## src/rtl/pmu_pkg.sv

```systemverilog
package pmu_pkg;

   typedef enum logic [1:0] {
      PS_ACTIVE = 2'd0,
      PS_WAIT   = 2'd1,
      PS_AHALT  = 2'd2,
      PS_HALT   = 2'd3
   } pstate_e;

   localparam int MODE_N   = 6;
   localparam int MD_RUN   = 0;
   localparam int MD_SLOW  = 1;
   localparam int MD_WAIT  = 2;
   localparam int MD_SWAIT = 3;
   localparam int MD_AHALT = 4;
   localparam int MD_HALT  = 5;

   function automatic logic [MODE_N-1:0] mode_vec(input pstate_e st, input logic slow);
      logic [MODE_N-1:0] v;
      v = '0;
      case (st)
         PS_ACTIVE: v[slow ? MD_SLOW : MD_RUN] = 1'b1;
         PS_WAIT:   v[slow ? MD_SWAIT : MD_WAIT] = 1'b1;
         PS_AHALT:  v[MD_AHALT] = 1'b1;
         default:   v[MD_HALT] = 1'b1;
      endcase
      return v;
   endfunction

endpackage

```

## src/rtl/pmu_rate_reg.sv

```systemverilog
module pmu_rate_reg #(
   parameter int SEL_W = 2
) (
   input  logic             clk,
   input  logic             rst_n,
   input  logic             wr_en,
   input  logic             wr_slow,
   input  logic [SEL_W-1:0] wr_sel,
   input  logic             load,
   output logic             pend_slow,
   output logic [SEL_W-1:0] pend_sel,
   output logic             act_slow,
   output logic [SEL_W-1:0] act_sel
);

   always_ff @(posedge clk or negedge rst_n) begin
      if (!rst_n) begin
         pend_slow <= 1'b0;
         pend_sel  <= '0;
      end else if (wr_en) begin
         pend_slow <= wr_slow;
         pend_sel  <= wr_sel;
      end
   end

   always_ff @(posedge clk or negedge rst_n) begin
      if (!rst_n) begin
         act_slow <= 1'b0;
         act_sel  <= '0;
      end else if (load) begin
         act_slow <= pend_slow;
         act_sel  <= pend_sel;
      end
   end

endmodule

```

## src/rtl/pmu_divider.sv

```systemverilog
module pmu_divider #(
   parameter int SEL_W      = 2,
   parameter int BASE_LOG2  = 1,
   parameter int SLOW_LOG2  = 2,
   parameter int COUNT_DOWN = 0,
   parameter int CNT_W      = 5
) (
   input  logic             clk,
   input  logic             rst_n,
   input  logic             run,
   input  logic             cur_slow,
   input  logic [SEL_W-1:0] cur_sel,
   input  logic             nxt_slow,
   input  logic [SEL_W-1:0] nxt_sel,
   output logic             tick
);

   function automatic logic [CNT_W-1:0] last_of(input logic slow, input logic [SEL_W-1:0] sel);
      int lg;
      lg = slow ? (SLOW_LOG2 + int'(sel)) : BASE_LOG2;
      return CNT_W'((1 << lg) - 1);
   endfunction

   logic [CNT_W-1:0] cnt;
   logic [CNT_W-1:0] cur_last;
   logic [CNT_W-1:0] nxt_last;

   assign cur_last = last_of(cur_slow, cur_sel);
   assign nxt_last = last_of(nxt_slow, nxt_sel);

   generate
      if (COUNT_DOWN != 0) begin : g_down
         assign tick = run && (cnt == '0);
         always_ff @(posedge clk or negedge rst_n) begin
            if (!rst_n)      cnt <= CNT_W'((1 << BASE_LOG2) - 1);
            else if (!run)   cnt <= cur_last;
            else if (tick)   cnt <= nxt_last;
            else             cnt <= cnt - 1'b1;
         end
      end else begin : g_up
         logic unused_nxt;
         assign unused_nxt = ^nxt_last;
         assign tick = run && (cnt == cur_last);
         always_ff @(posedge clk or negedge rst_n) begin
            if (!rst_n)              cnt <= '0;
            else if (!run || tick)   cnt <= '0;
            else                     cnt <= cnt + 1'b1;
         end
      end
   endgenerate

endmodule

```

## src/rtl/pmu_mode_fsm.sv

```systemverilog
module pmu_mode_fsm
   import pmu_pkg::*;
(
   input  logic    clk,
   input  logic    rst_n,
   input  logic    wait_req,
   input  logic    halt_req,
   input  logic    ahalt_req,
   input  logic    wake,
   output pstate_e state
);

   pstate_e state_nx;

   always_comb begin
      state_nx = state;
      case (state)
         PS_ACTIVE: begin
            if (halt_req)       state_nx = PS_HALT;
            else if (ahalt_req) state_nx = PS_AHALT;
            else if (wait_req)  state_nx = PS_WAIT;
         end
         PS_WAIT, PS_AHALT, PS_HALT: begin
            if (wake) state_nx = PS_ACTIVE;
         end
         default: state_nx = PS_ACTIVE;
      endcase
   end

   always_ff @(posedge clk or negedge rst_n) begin
      if (!rst_n) state <= PS_ACTIVE;
      else        state <= state_nx;
   end

endmodule

```

## src/rtl/pmu_rate_ctrl.sv

```systemverilog
module pmu_rate_ctrl
   import pmu_pkg::*;
#(
   parameter int SEL_W      = 2,
   parameter int BASE_LOG2  = 1,
   parameter int SLOW_LOG2  = 2,
   parameter int COUNT_DOWN = 0
) (
   input  logic             clk,
   input  logic             rst_n,
   input  logic             cfg_wr,
   input  logic             cfg_slow,
   input  logic [SEL_W-1:0] cfg_rate,
   input  logic             wait_req,
   input  logic             halt_req,
   input  logic             ahalt_req,
   input  logic             wake,
   output logic             rate_tick,
   output logic             cpu_ce,
   output logic             per_ce,
   output logic             wkt_ce,
   output logic [5:0]       mode_oh
);

   localparam int MAX_LOG2 = SLOW_LOG2 + (1 << SEL_W) - 1;
   localparam int CNT_W    = MAX_LOG2;

   if (BASE_LOG2 < 1 || BASE_LOG2 >= SLOW_LOG2) begin : g_bad_base
      $error("pmu_rate_ctrl: BASE_LOG2 must be at least 1 and below SLOW_LOG2");
   end
   if (SEL_W < 1 || MAX_LOG2 > 24) begin : g_bad_sel
      $error("pmu_rate_ctrl: SEL_W gives a divider wider than 24 bits");
   end
   if (MODE_N != 6) begin : g_bad_mode
      $error("pmu_rate_ctrl: mode vector width mismatch");
   end

   pstate_e          state;
   logic             pend_slow, act_slow;
   logic [SEL_W-1:0] pend_sel, act_sel;
   logic             awake;
   logic             div_run;

   assign awake   = (state == PS_ACTIVE);
   assign div_run = (state != PS_HALT);

   pmu_mode_fsm u_fsm (
      .clk       (clk),
      .rst_n     (rst_n),
      .wait_req  (wait_req),
      .halt_req  (halt_req),
      .ahalt_req (ahalt_req),
      .wake      (wake),
      .state     (state)
   );

   pmu_rate_reg #(.SEL_W(SEL_W)) u_reg (
      .clk       (clk),
      .rst_n     (rst_n),
      .wr_en     (cfg_wr && awake),
      .wr_slow   (cfg_slow),
      .wr_sel    (cfg_rate),
      .load      (rate_tick),
      .pend_slow (pend_slow),
      .pend_sel  (pend_sel),
      .act_slow  (act_slow),
      .act_sel   (act_sel)
   );

   pmu_divider #(
      .SEL_W      (SEL_W),
      .BASE_LOG2  (BASE_LOG2),
      .SLOW_LOG2  (SLOW_LOG2),
      .COUNT_DOWN (COUNT_DOWN),
      .CNT_W      (CNT_W)
   ) u_div (
      .clk      (clk),
      .rst_n    (rst_n),
      .run      (div_run),
      .cur_slow (act_slow),
      .cur_sel  (act_sel),
      .nxt_slow (pend_slow),
      .nxt_sel  (pend_sel),
      .tick     (rate_tick)
   );

   assign cpu_ce  = rate_tick && awake;
   assign per_ce  = rate_tick && (awake || state == PS_WAIT);
   assign wkt_ce  = rate_tick && (state == PS_AHALT);
   assign mode_oh = mode_vec(state, act_slow);

endmodule


```

## config.mk

```make
export PLATFORM = sky130hd
export DESIGN_NAME = pmu_rate_ctrl
export DESIGN_NICKNAME = d
export VERILOG_FILES = /design/src/rtl/pmu_pkg.sv /design/src/rtl/pmu_rate_reg.sv /design/src/rtl/pmu_divider.sv /design/src/rtl/pmu_mode_fsm.sv /design/src/rtl/pmu_rate_ctrl.sv
export SDC_FILE = /design/constraint.sdc
export NUM_CORES = 1
export LEC_CHECK = 0
export ABC_AREA = 1
export BUFFER_PORTS_ARGS = -buffer_cell sky130_fd_sc_hd__buf_4
export CORE_MARGIN = 2
export CORE_UTILIZATION = 45
export CTS_BUF_LIST = sky130_fd_sc_hd__clkbuf_4 sky130_fd_sc_hd__clkbuf_8
export DETAILED_ROUTE_END_ITERATION = 10
export PLACE_DENSITY = 0.78
export SLEW_MARGIN = 15
export SYNTH_ARGS = -nofsm -noshare
export SYNTH_HDL_FRONTEND = slang
export SYNTH_SLANG_ARGS = --single-unit
export TNS_END_PERCENT = 50
```

## constraint.sdc

```tcl
create_clock -name clk -period 2.3 [get_ports clk]
set_input_delay 0.23 -clock clk [delete_from_list [all_inputs] [get_ports clk]]
set_output_delay 0.23 -clock clk [all_outputs]
set_load 0.005 [all_outputs]
```

; ---- Yosys cells after proc, flatten, opt, wreduce, memory -nomap -nowiden
; Index checks and enable logic that the tools add are counted.
[totals]
ramBits = 0
latchBits = 0
regBits = 13
memories = 0
out_inout_bits = 10
wordCells = 50
romBits = 0
[classes]
n_shift = 1
eq_ne = 7
muxes = 16
addsub = 3
n_lt_le_gt_ge = 4
n_bitwise = 0
mul = 0
n_reduce_logical = 13
n_div = 0
[op_table]
columns = cell, n
row1 = two-way mux 32 bit, 1
row2 = left shift 1 x 32 -> 5 bit (first input constant), 1
row3 = two-way mux 2 bit, 4
row4 = one-hot mux 4 bit (2 select lines), 1
row5 = logical AND 1 bit, 7
row6 = demux 1 bit (select 3 bit), 2
row7 = one-hot mux 1 bit (3 select lines), 2
row8 = adder 5 x 1 -> 5 bit (second input constant), 1
row9 = == test 5 bit, 1
row10 = two-way mux 5 bit, 1
row11 = subtractor 5 x 2 -> 5 bit (second input constant), 1
row12 = == test 2 bit (second input constant), 2
row13 = < comparator 1 x 4 -> 1 bit (second input constant), 1
row14 = < comparator 2 x 4 -> 1 bit (second input constant), 1
row15 = two-way mux 1 bit, 4
row16 = != test 2 bit (second input constant), 2
row17 = != test 4 bit (second input constant), 1
row18 = one-hot mux 2 bit (2 select lines), 1
row19 = adder 2 x 2 -> 3 bit (first input constant), 1
row20 = OR reduction 3 bit, 1
row21 = == test 2 x 1 -> 1 bit (second input constant), 1
row22 = greater-or-equal comparator 2 x 1 -> 1 bit (second input constant), 1
row23 = zero test 2 bit, 1
row24 = logical OR 1 bit, 2
row25 = 3 further kinds, 3

; ---- Logic depth before layout (Yosys ltp)
; Gate-level depths: netlist (run 1).
[logic_depth]
ltp_word = 8
depth_mapped = 8
depth_no_buf = 8

; ---- Cells and area by module
; Synthesis (run 1) repeated with hierarchy kept, for this count alone.
[hier_totals]
hier_cells = 113
hier_area_um2 = 768.2
[modules_own_cells]
columns = mod, area_per_inst_um2, n_inst, seq_area_each_um2, cells_each
row1 = pmu_divider, 370.4, 1, 125.1, 54
row2 = pmu_rate_reg, 225.2, 1, 150.1, 26
row3 = pmu_mode_fsm, 98.8, 1, 50.0, 14
row4 = pmu_rate_ctrl, 73.8, 1, 0.0, 19

; ---- Worst setup path before layout (run 1)
; Ideal clock, no wire load.
[synth_timing]
path_kind = flip-flop to output port
from = register u_div.cnt[2]
to = output wkt_ce
arrival_ns = 1.032
stages_incl_launch_ff = 7
path_slack_ns = 1.038
path_buffers = 1
required_ns = 2.070
path_cell_list = dfrtp_1 > buf_4 > o21ai_2 > nand3_2 > nor2_4 > nand2_4 > nor3_2
[synth_between]
elab_chain_cells = 3
[synth_lines]
columns = element, line_no
row1 = start: declaration, pmu_divider.sv:24  ; logic [CNT_W-1:0] cnt;
row2 = start signal: assignment, pmu_divider.sv:47  ; else cnt <= cnt + 1'b1;
row3 = == test 5 bit, pmu_divider.sv:43  ; assign tick = run && (cnt == cur_last);
row4 = logical AND 1 bit, pmu_divider.sv:43
row5 = logical AND 1 bit, pmu_rate_ctrl.sv:89  ; assign wkt_ce = rate_tick && (state == PS_AHALT);
row6 = end: declaration, pmu_rate_ctrl.sv:21  ; output logic wkt_ce,
; Every way passes these cells.

; ---- Worst setup path in the final report (run 1)
[layout_timing]
from = register u_reg.act_slow
to = output wkt_ce
[layout_between]
elab_chain_cells = 6
[layout_lines]
columns = element, line_no
row1 = start: declaration, pmu_rate_reg.sv:12  ; output logic act_slow,
row2 = start signal: assignment, pmu_rate_reg.sv:31  ; act_slow <= pend_slow;
row3 = two-way mux 32 bit, pmu_divider.sv:20  ; lg = slow ? (SLOW_LOG2 + int'(sel)) : BASE_LOG2;
row4 = left shift 1 x 32 -> 5 bit, pmu_divider.sv:21  ; return CNT_W'((1 << lg) - 1);
row5 = subtractor 5 x 2 -> 5 bit, pmu_divider.sv:21
row6 = == test 5 bit, pmu_divider.sv:43
row7 = logical AND 1 bit, pmu_divider.sv:43
row8 = logical AND 1 bit, pmu_rate_ctrl.sv:89
; Every way passes these cells.

==> results_dict.tcl, run 1 <==
set metrics [dict create \
    outcome "complete, no violations" \
    drive_gt1_share_pct 33.98 \
    wl_um 1389 \
    final_net_count 115 \
    cp-start-kind "register" \
    cp_slowest_stage_delay_ns 0.47 \
    num_vias 599 \
    ys_types 25 \
    async_flop_share_pct 100.0 \
    final_hold_viol_count 0 \
    rows 14 \
    clock_latency_ns 0.28 \
    critPathArrivalTime_ns 1.55 \
    dpl_cell_area_sq_um 863.3 \
    htreeDepth 1 \
    place_congestion 0.7296 \
    drc_errors 0 \
    hpwl_um 1092 \
    synth-edff-count 0 \
    dr.pass1.iters 4 \
    postCtsSetupRepairBufs 0 \
    relSlewSlack_pct 84.51 \
    leakagePower_nw 0.4695 \
    synthAdderAreaFrac_pct 1.767 \
    power_mw 1.205 \
    rsz0062_at_grt "false" \
    max-vdd-ir-drop_mv 0.7843 \
    ant_nets 0 \
    tritoncts "yes" \
    clock-skew-final_ns 0.008274 \
    yosys.area_share.simple_pct 30.21 \
    initial_core_util_pct 47.56 \
    min_period_ns 1.776 \
    seq_area_sq_um 325.3 \
    timing.rr.start "u_reg.act_slow" \
    end_kind "output port" \
    min_from "wake" \
    timing.fmax_mhz 563.0 \
    syn_area_sq_um 708.2 \
    synth_area_leaders "dfrtp_1 (46%), nand2_1 (6.9%), inv_1 (5.3%)" \
    path_clk_slew_ns 0.08 \
    synth_area_per_cell_sq_um 8.852 \
    worst_pin_slew_ns 0.2324 \
    fp.dieH_um 43.67 \
    post-route-util_pct 60.67 \
    synth_top_family_by_area "simple AND/OR/NAND/NOR gates" \
    area_delta_synth_final_pct 27.56 \
    cts_root_buf "clkbuf_4" \
    hold_depth 2 \
    ys_seq_area_share_pct 45.94 \
    critPathKind "reg -> out" \
    drt-initial-drc-count 9 \
    fill_cells 112 \
    synth_top_area_cell "dfrtp_1" \
    die_w_um 43.67 \
    grt_antenna_before_repair 0 \
    clockBufferDepth 2 \
    multi_input_area_sq_um 334.1 \
    viasPerCell 5.034 \
    synthMuxAreaShare_pct 4.770 \
    synth_top_area_share_pct 45.94 \
    clock_sinks 13 \
    ff2ff_setup_slack_ns 1.01 \
    crit_slowest_cell "dfrtp_1" \
    hold_path.class "in -> reg" \
    cts_inserted_buffers 3 \
    stdcell_area_sq_um 903.4 \
    p_per_area_nw_per_um2 1334 \
    grt_pass1_wl_um 2470 \
    cap_viol_max_count 0 \
    grt_usage_pct 17.16 \
    setup_viol 0 \
    wire_per_inst_um 11.67 \
    grt_max_degree 14 \
    syn_inst 80 \
    syn_nets 91 \
    setup_tns_ns 0 \
    synth_flop_cell "dfrtp_1" \
    synth_xor_area_share_pct 3.710 \
    io_buffer_count 19 \
    slew_viol_final 0 \
    yosysWarnings 0 \
    cp_max_fo 6 \
    ys_seq_elements 13 \
    finalCritPeriodShare_pct 77.23 \
    io_pins 20 \
    die_area_sq_um 1907 \
    worstHoldEndpoint "u_fsm.state[1]" \
    timing.rr.end "u_div.cnt[2]" \
    core-area_sq_um 1489 \
    synth_compound_area_share_pct 6.714 \
    worstPathCellList "inv_1 -> o21ai_2 -> nand3_2 -> nor2_4 -> nand2_4 -> nor3_2 -> buf_4" \
    gr-total-overflow 0 \
    reg2reg_depth 7 \
    required_ns 2.07 \
    num_antenna_cells 0 \
    grt_pass1_vias 583 \
]
[Yosys cell counts (2+ instances only)]
library cell / n
dfrtp_1: 13
inv_1: 10
mux2_1: 3
nand2_1: 13
nand2_2: 3
nand3_1: 4
nand3_2: 2
nand4_1: 3
nor2_1: 10
nor3_1: 2
o21ai_2: 2
xor2_1: 2
[registers in the layout (all words and copies together), names as in the netlist]
name,count
u_div.cnt,5
u_fsm.state,2
u_reg.act_sel,2
u_reg.pend_sel,2
u_reg.act_slow,1
u_reg.pend_slow,1
[power breakdown]
part / switching [mW] / internal [mW]
clock: 0.0743 / 0.0790
combinational: 0.327 / 0.273
sequential: 0.119 / 0.333
total: 0.520 / 0.685
[layout make-up]
| type | instances | area share, % |
|---|---|---|
| Multi-Input combinational cell | 55 | 36.98 |
| Tap cell | 16 | 2.216 |
| Clock buffer | 4 | 3.324 |
| Sequential cell | 13 | 36.01 |
| Timing Repair Buffer | 20 | 16.90 |
| Inverter | 11 | 4.571 |
[worst max-delay path by stage]
stage | startpoint | to | slack [ns]
2_1_floorplan | u_div.cnt[2] | wkt_ce | 1.04
3_3_place_gp | u_reg.act_slow | wkt_ce | 0.85
3_5_place_dp | u_reg.act_slow | wkt_ce | 0.83
4_1_cts | u_reg.act_slow | wkt_ce | 0.51
5_1_grt | u_reg.act_slow | wkt_ce | 0.42
6_report | u_reg.act_slow | wkt_ce | 0.52
[critical path, delay by kind of cell, from the launching register on]
family	cells	cell delay (ns)
compound gates	1	0.08
buf+inv	2	0.26
simple gates	4	0.46
flops	1	0.47
[logic make-up after synthesis]
logic type | count (synthesis)
buffers and inverters | 12
multiplexers | 3
flip-flops | 13
AND/OR/NAND/NOR | 41
AO/OA/AOI/OAI | 7
XOR/XNOR | 3
adder cells (fa/ha/maj) | 1
[stage by stage]
| step | setup slack (ns) | cells | hold WS (ns) |
|---|---|---|---|
| 6_report | 0.5238 | 119 | 0.1384 |
| 5_1_grt | 0.4165 | 119 | 0.1544 |
| 4_1_cts | 0.5105 | 119 | 0.1408 |
| 3_5_place_dp | 0.8254 | 114 | 0.08161 |
| 3_3_place_gp | 0.8516 | 114 | 0.07790 |
| 2_1_floorplan | 1.038 | 80 | -0.06559 |
[cell usage in the layout (no fill, tap or decap), types with 2 or more instances in the layout]
cell	netlist	final
inv_1	10	10
buf_4	1	19
nand2_1	13	13
xor2_1	2	2
nand3_1	4	4
nor2_1	10	10
nand3_2	2	2
o21ai_2	2	2
dfrtp_1	13	13
nand4_1	3	3
nor3_1	2	2
mux2_1	3	3
nand2_2	3	3
clkbuf_4	0	4
[layer usage]
metal / global-route usage, % / wire length (um) / share of wire [%]
met5: 0 / 0 / 0
met4: 7.273 / 23 / 1.7
met3: 2.917 / 75 / 5.4
met2: 27.35 / 681 / 49
met1: 22.99 / 608 / 44
[what timing repair did]
item                                   CTS  global route
endpoints found under the hold margin   13             0
resized for setup                        0             0
hold buffers                             1             0
Note: power is estimated with default switching activity, not from simulation.
==> run 2, diff against run 1 <==
Clock period 2.3 ns to 1.73 ns, I/O delays scaled along.
==> run 2 against run 1 <==
- critical endpoint unchanged
- sequential power grew 35%
- count of clock-buffer cells in the layout is the same
- combinational power grew 47%
- worst setup slack lost 0.44 ns
- largest cell class unchanged
- utilization grew 2.7 points
- final area grew 4.4%
- die area is the same
- cell count grew 4.2%
- via count grew 4.7%
==> results_dict.tcl, run 2 (same netlist as run 1, synthesis figures left out) <==
set metrics [dict create \
    ff2ff_setup_slack_ns 0.48 \
    hold_path.class "in -> reg" \
    outcome "complete, no violations" \
    die_w_um 43.67 \
    gr-total-overflow 0 \
    stdcell_area_sq_um 943.4 \
    grt_pass1_vias 576 \
    io_pins 20 \
    grt_pass1_wl_um 2463 \
    core-area_sq_um 1489 \
    critPathArrivalTime_ns 1.48 \
    die_area_sq_um 1907 \
    min_from "wake" \
    timing.fmax_mhz 606.6 \
    min_period_ns 1.649 \
    power_mw 1.692 \
    timing.rr.start "u_fsm.state[1]" \
    cp-start-kind "register" \
    place_congestion 0.7296 \
    largest_reg_flops 5 \
    hold_slack_ns 0.08079 \
    drc_errors 0 \
    ant_nets 0 \
    clock_latency_ns 0.27 \
    final_common_cell "buf_4" \
    drt-initial-drc-count 6 \
    area_delta_synth_final_pct 33.22 \
    clock_sinks 13 \
    finalCritPeriodShare_pct 95.29 \
    wl_um 1452 \
    clockBufferDepth 2 \
    dpl_cell_area_sq_um 863.3 \
    viasPerCell 5.056 \
    fp.dieH_um 43.67 \
    regMostFlops "u_div.cnt" \
    leakagePower_nw 0.4916 \
    htreeDepth 1 \
    cts_root_buf "clkbuf_4" \
    tritoncts "yes" \
    num_vias 627 \
    hpwl_um 1117 \
    grt_max_degree 14 \
    cts_inserted_buffers 3 \
    hold_depth 2 \
    grt_usage_pct 17.14 \
    setup_tns_ns 0 \
    rows 14 \
    startpoint "u_reg.act_slow" \
    reg2reg_depth 3 \
    slew_viol_final 0 \
    max-vdd-ir-drop_mv 1.142 \
    cap_viol_max_count 0 \
    drive_gt1_share_pct 38.89 \
    cp_max_fo 6 \
    io_buffer_count 19 \
    dr.pass1.iters 4 \
    setup_viol 0 \
    path_clk_slew_ns 0.08 \
    clock-skew-final_ns 0.004653 \
    required_ns 1.56 \
    end_kind "output port" \
    worstHoldEndpoint "u_fsm.state[1]" \
    initial_core_util_pct 47.56 \
    worst_pin_slew_ns 0.2122 \
    relSlewSlack_pct 85.80 \
    mostFrequentLayoutCells "buf_4 (24), nand2_1 (13), dfrtp_1 (11), nor2_1 (10), inv_1 (10)" \
    p_per_area_nw_per_um2 1794 \
    final_hold_viol_count 0 \
    grt_antenna_before_repair 0 \
    timing.rr.end "u_reg.pend_sel[0]" \
    num_antenna_cells 0 \
    final_net_count 120 \
    critPathKind "reg -> out" \
    fill_cells 117 \
    wire_per_inst_um 11.71 \
]
## run 2: cell types whose count changed in the layout (fill, tap and decap cells not counted), sizes merged
| cell | before | now |
|---|---|---|
| buf | 19 | 24 |
## run 2: power by group
| group | switching, mW | internal, mW | total [mW] |
|---|---|---|---|
| clock | 0.0972 | 0.105 | 0.202 |
| combinational | 0.458 | 0.424 | 0.883 |
| sequential | 0.161 | 0.446 | 0.607 |
## run 2: final cells by class
cell class / count / area [sq um] / share of cell area (%)
multi-input cells: 55 / 334.1 / 35.41
flip-flops and latches: 13 / 327.8 / 34.75
repair buffers: 25 / 190.2 / 20.16
inverters: 11 / 41.29 / 4.377
clock buffers: 4 / 30.03 / 3.183
well taps: 16 / 20.02 / 2.122
## run 2: per-layer routing
| metal | GRT usage [%] | part of all wire [%] |
|---|---|---|
| met1 | 22.13 | 44 |
| met2 | 28.24 | 51 |
| met3 | 4.167 | 4.8 |
| met4 | 5.455 | 0 |
| met5 | 0 | 0 |
## run 2: worst max-delay path by stage
| stage | slack (ns) | endpoint |
|---|---|---|
| finish | 0.08 | wkt_ce |
| global route | -0.005 | wkt_ce |
| CTS | 0.07 | wkt_ce |
| detailed placement | 0.31 | wkt_ce |
| global placement | 0.34 | wkt_ce |
| floorplan | 0.52 | wkt_ce |
## run 2: stage by stage
stage | instances | setup slack [ns] | util [%]
finish | 124 | 0.08148 | 63.36
floorplan | 80 | 0.5245 | -
global route | 124 | -0.005360 | 63.36
global placement | 114 | 0.3386 | 57.98
detailed placement | 114 | 0.3102 | 57.98
CTS | 119 | 0.06696 | 60.76
## run 2: worst max-delay path, cell delays in order, from the launching register on
cell	delay, ns
dfrtp_2	0.43
inv_1	0.10
o21ai_2	0.07
nand3_2	0.09
nor2_4	0.18
nand2_4	0.09
nor3_2	0.11
buf_4	0.13
## run 2: timing repair
| action | CTS | global route |
|---|---|---|
| endpoints found under the hold margin | 13 | 0 |
| setup buffers | 0 | 5 |
| hold buffers | 1 | 0 |
| gates resized for setup | 1 | 1 |
| setup endpoints to repair | 1 | 2 |
| pin swaps | 0 | 2 |
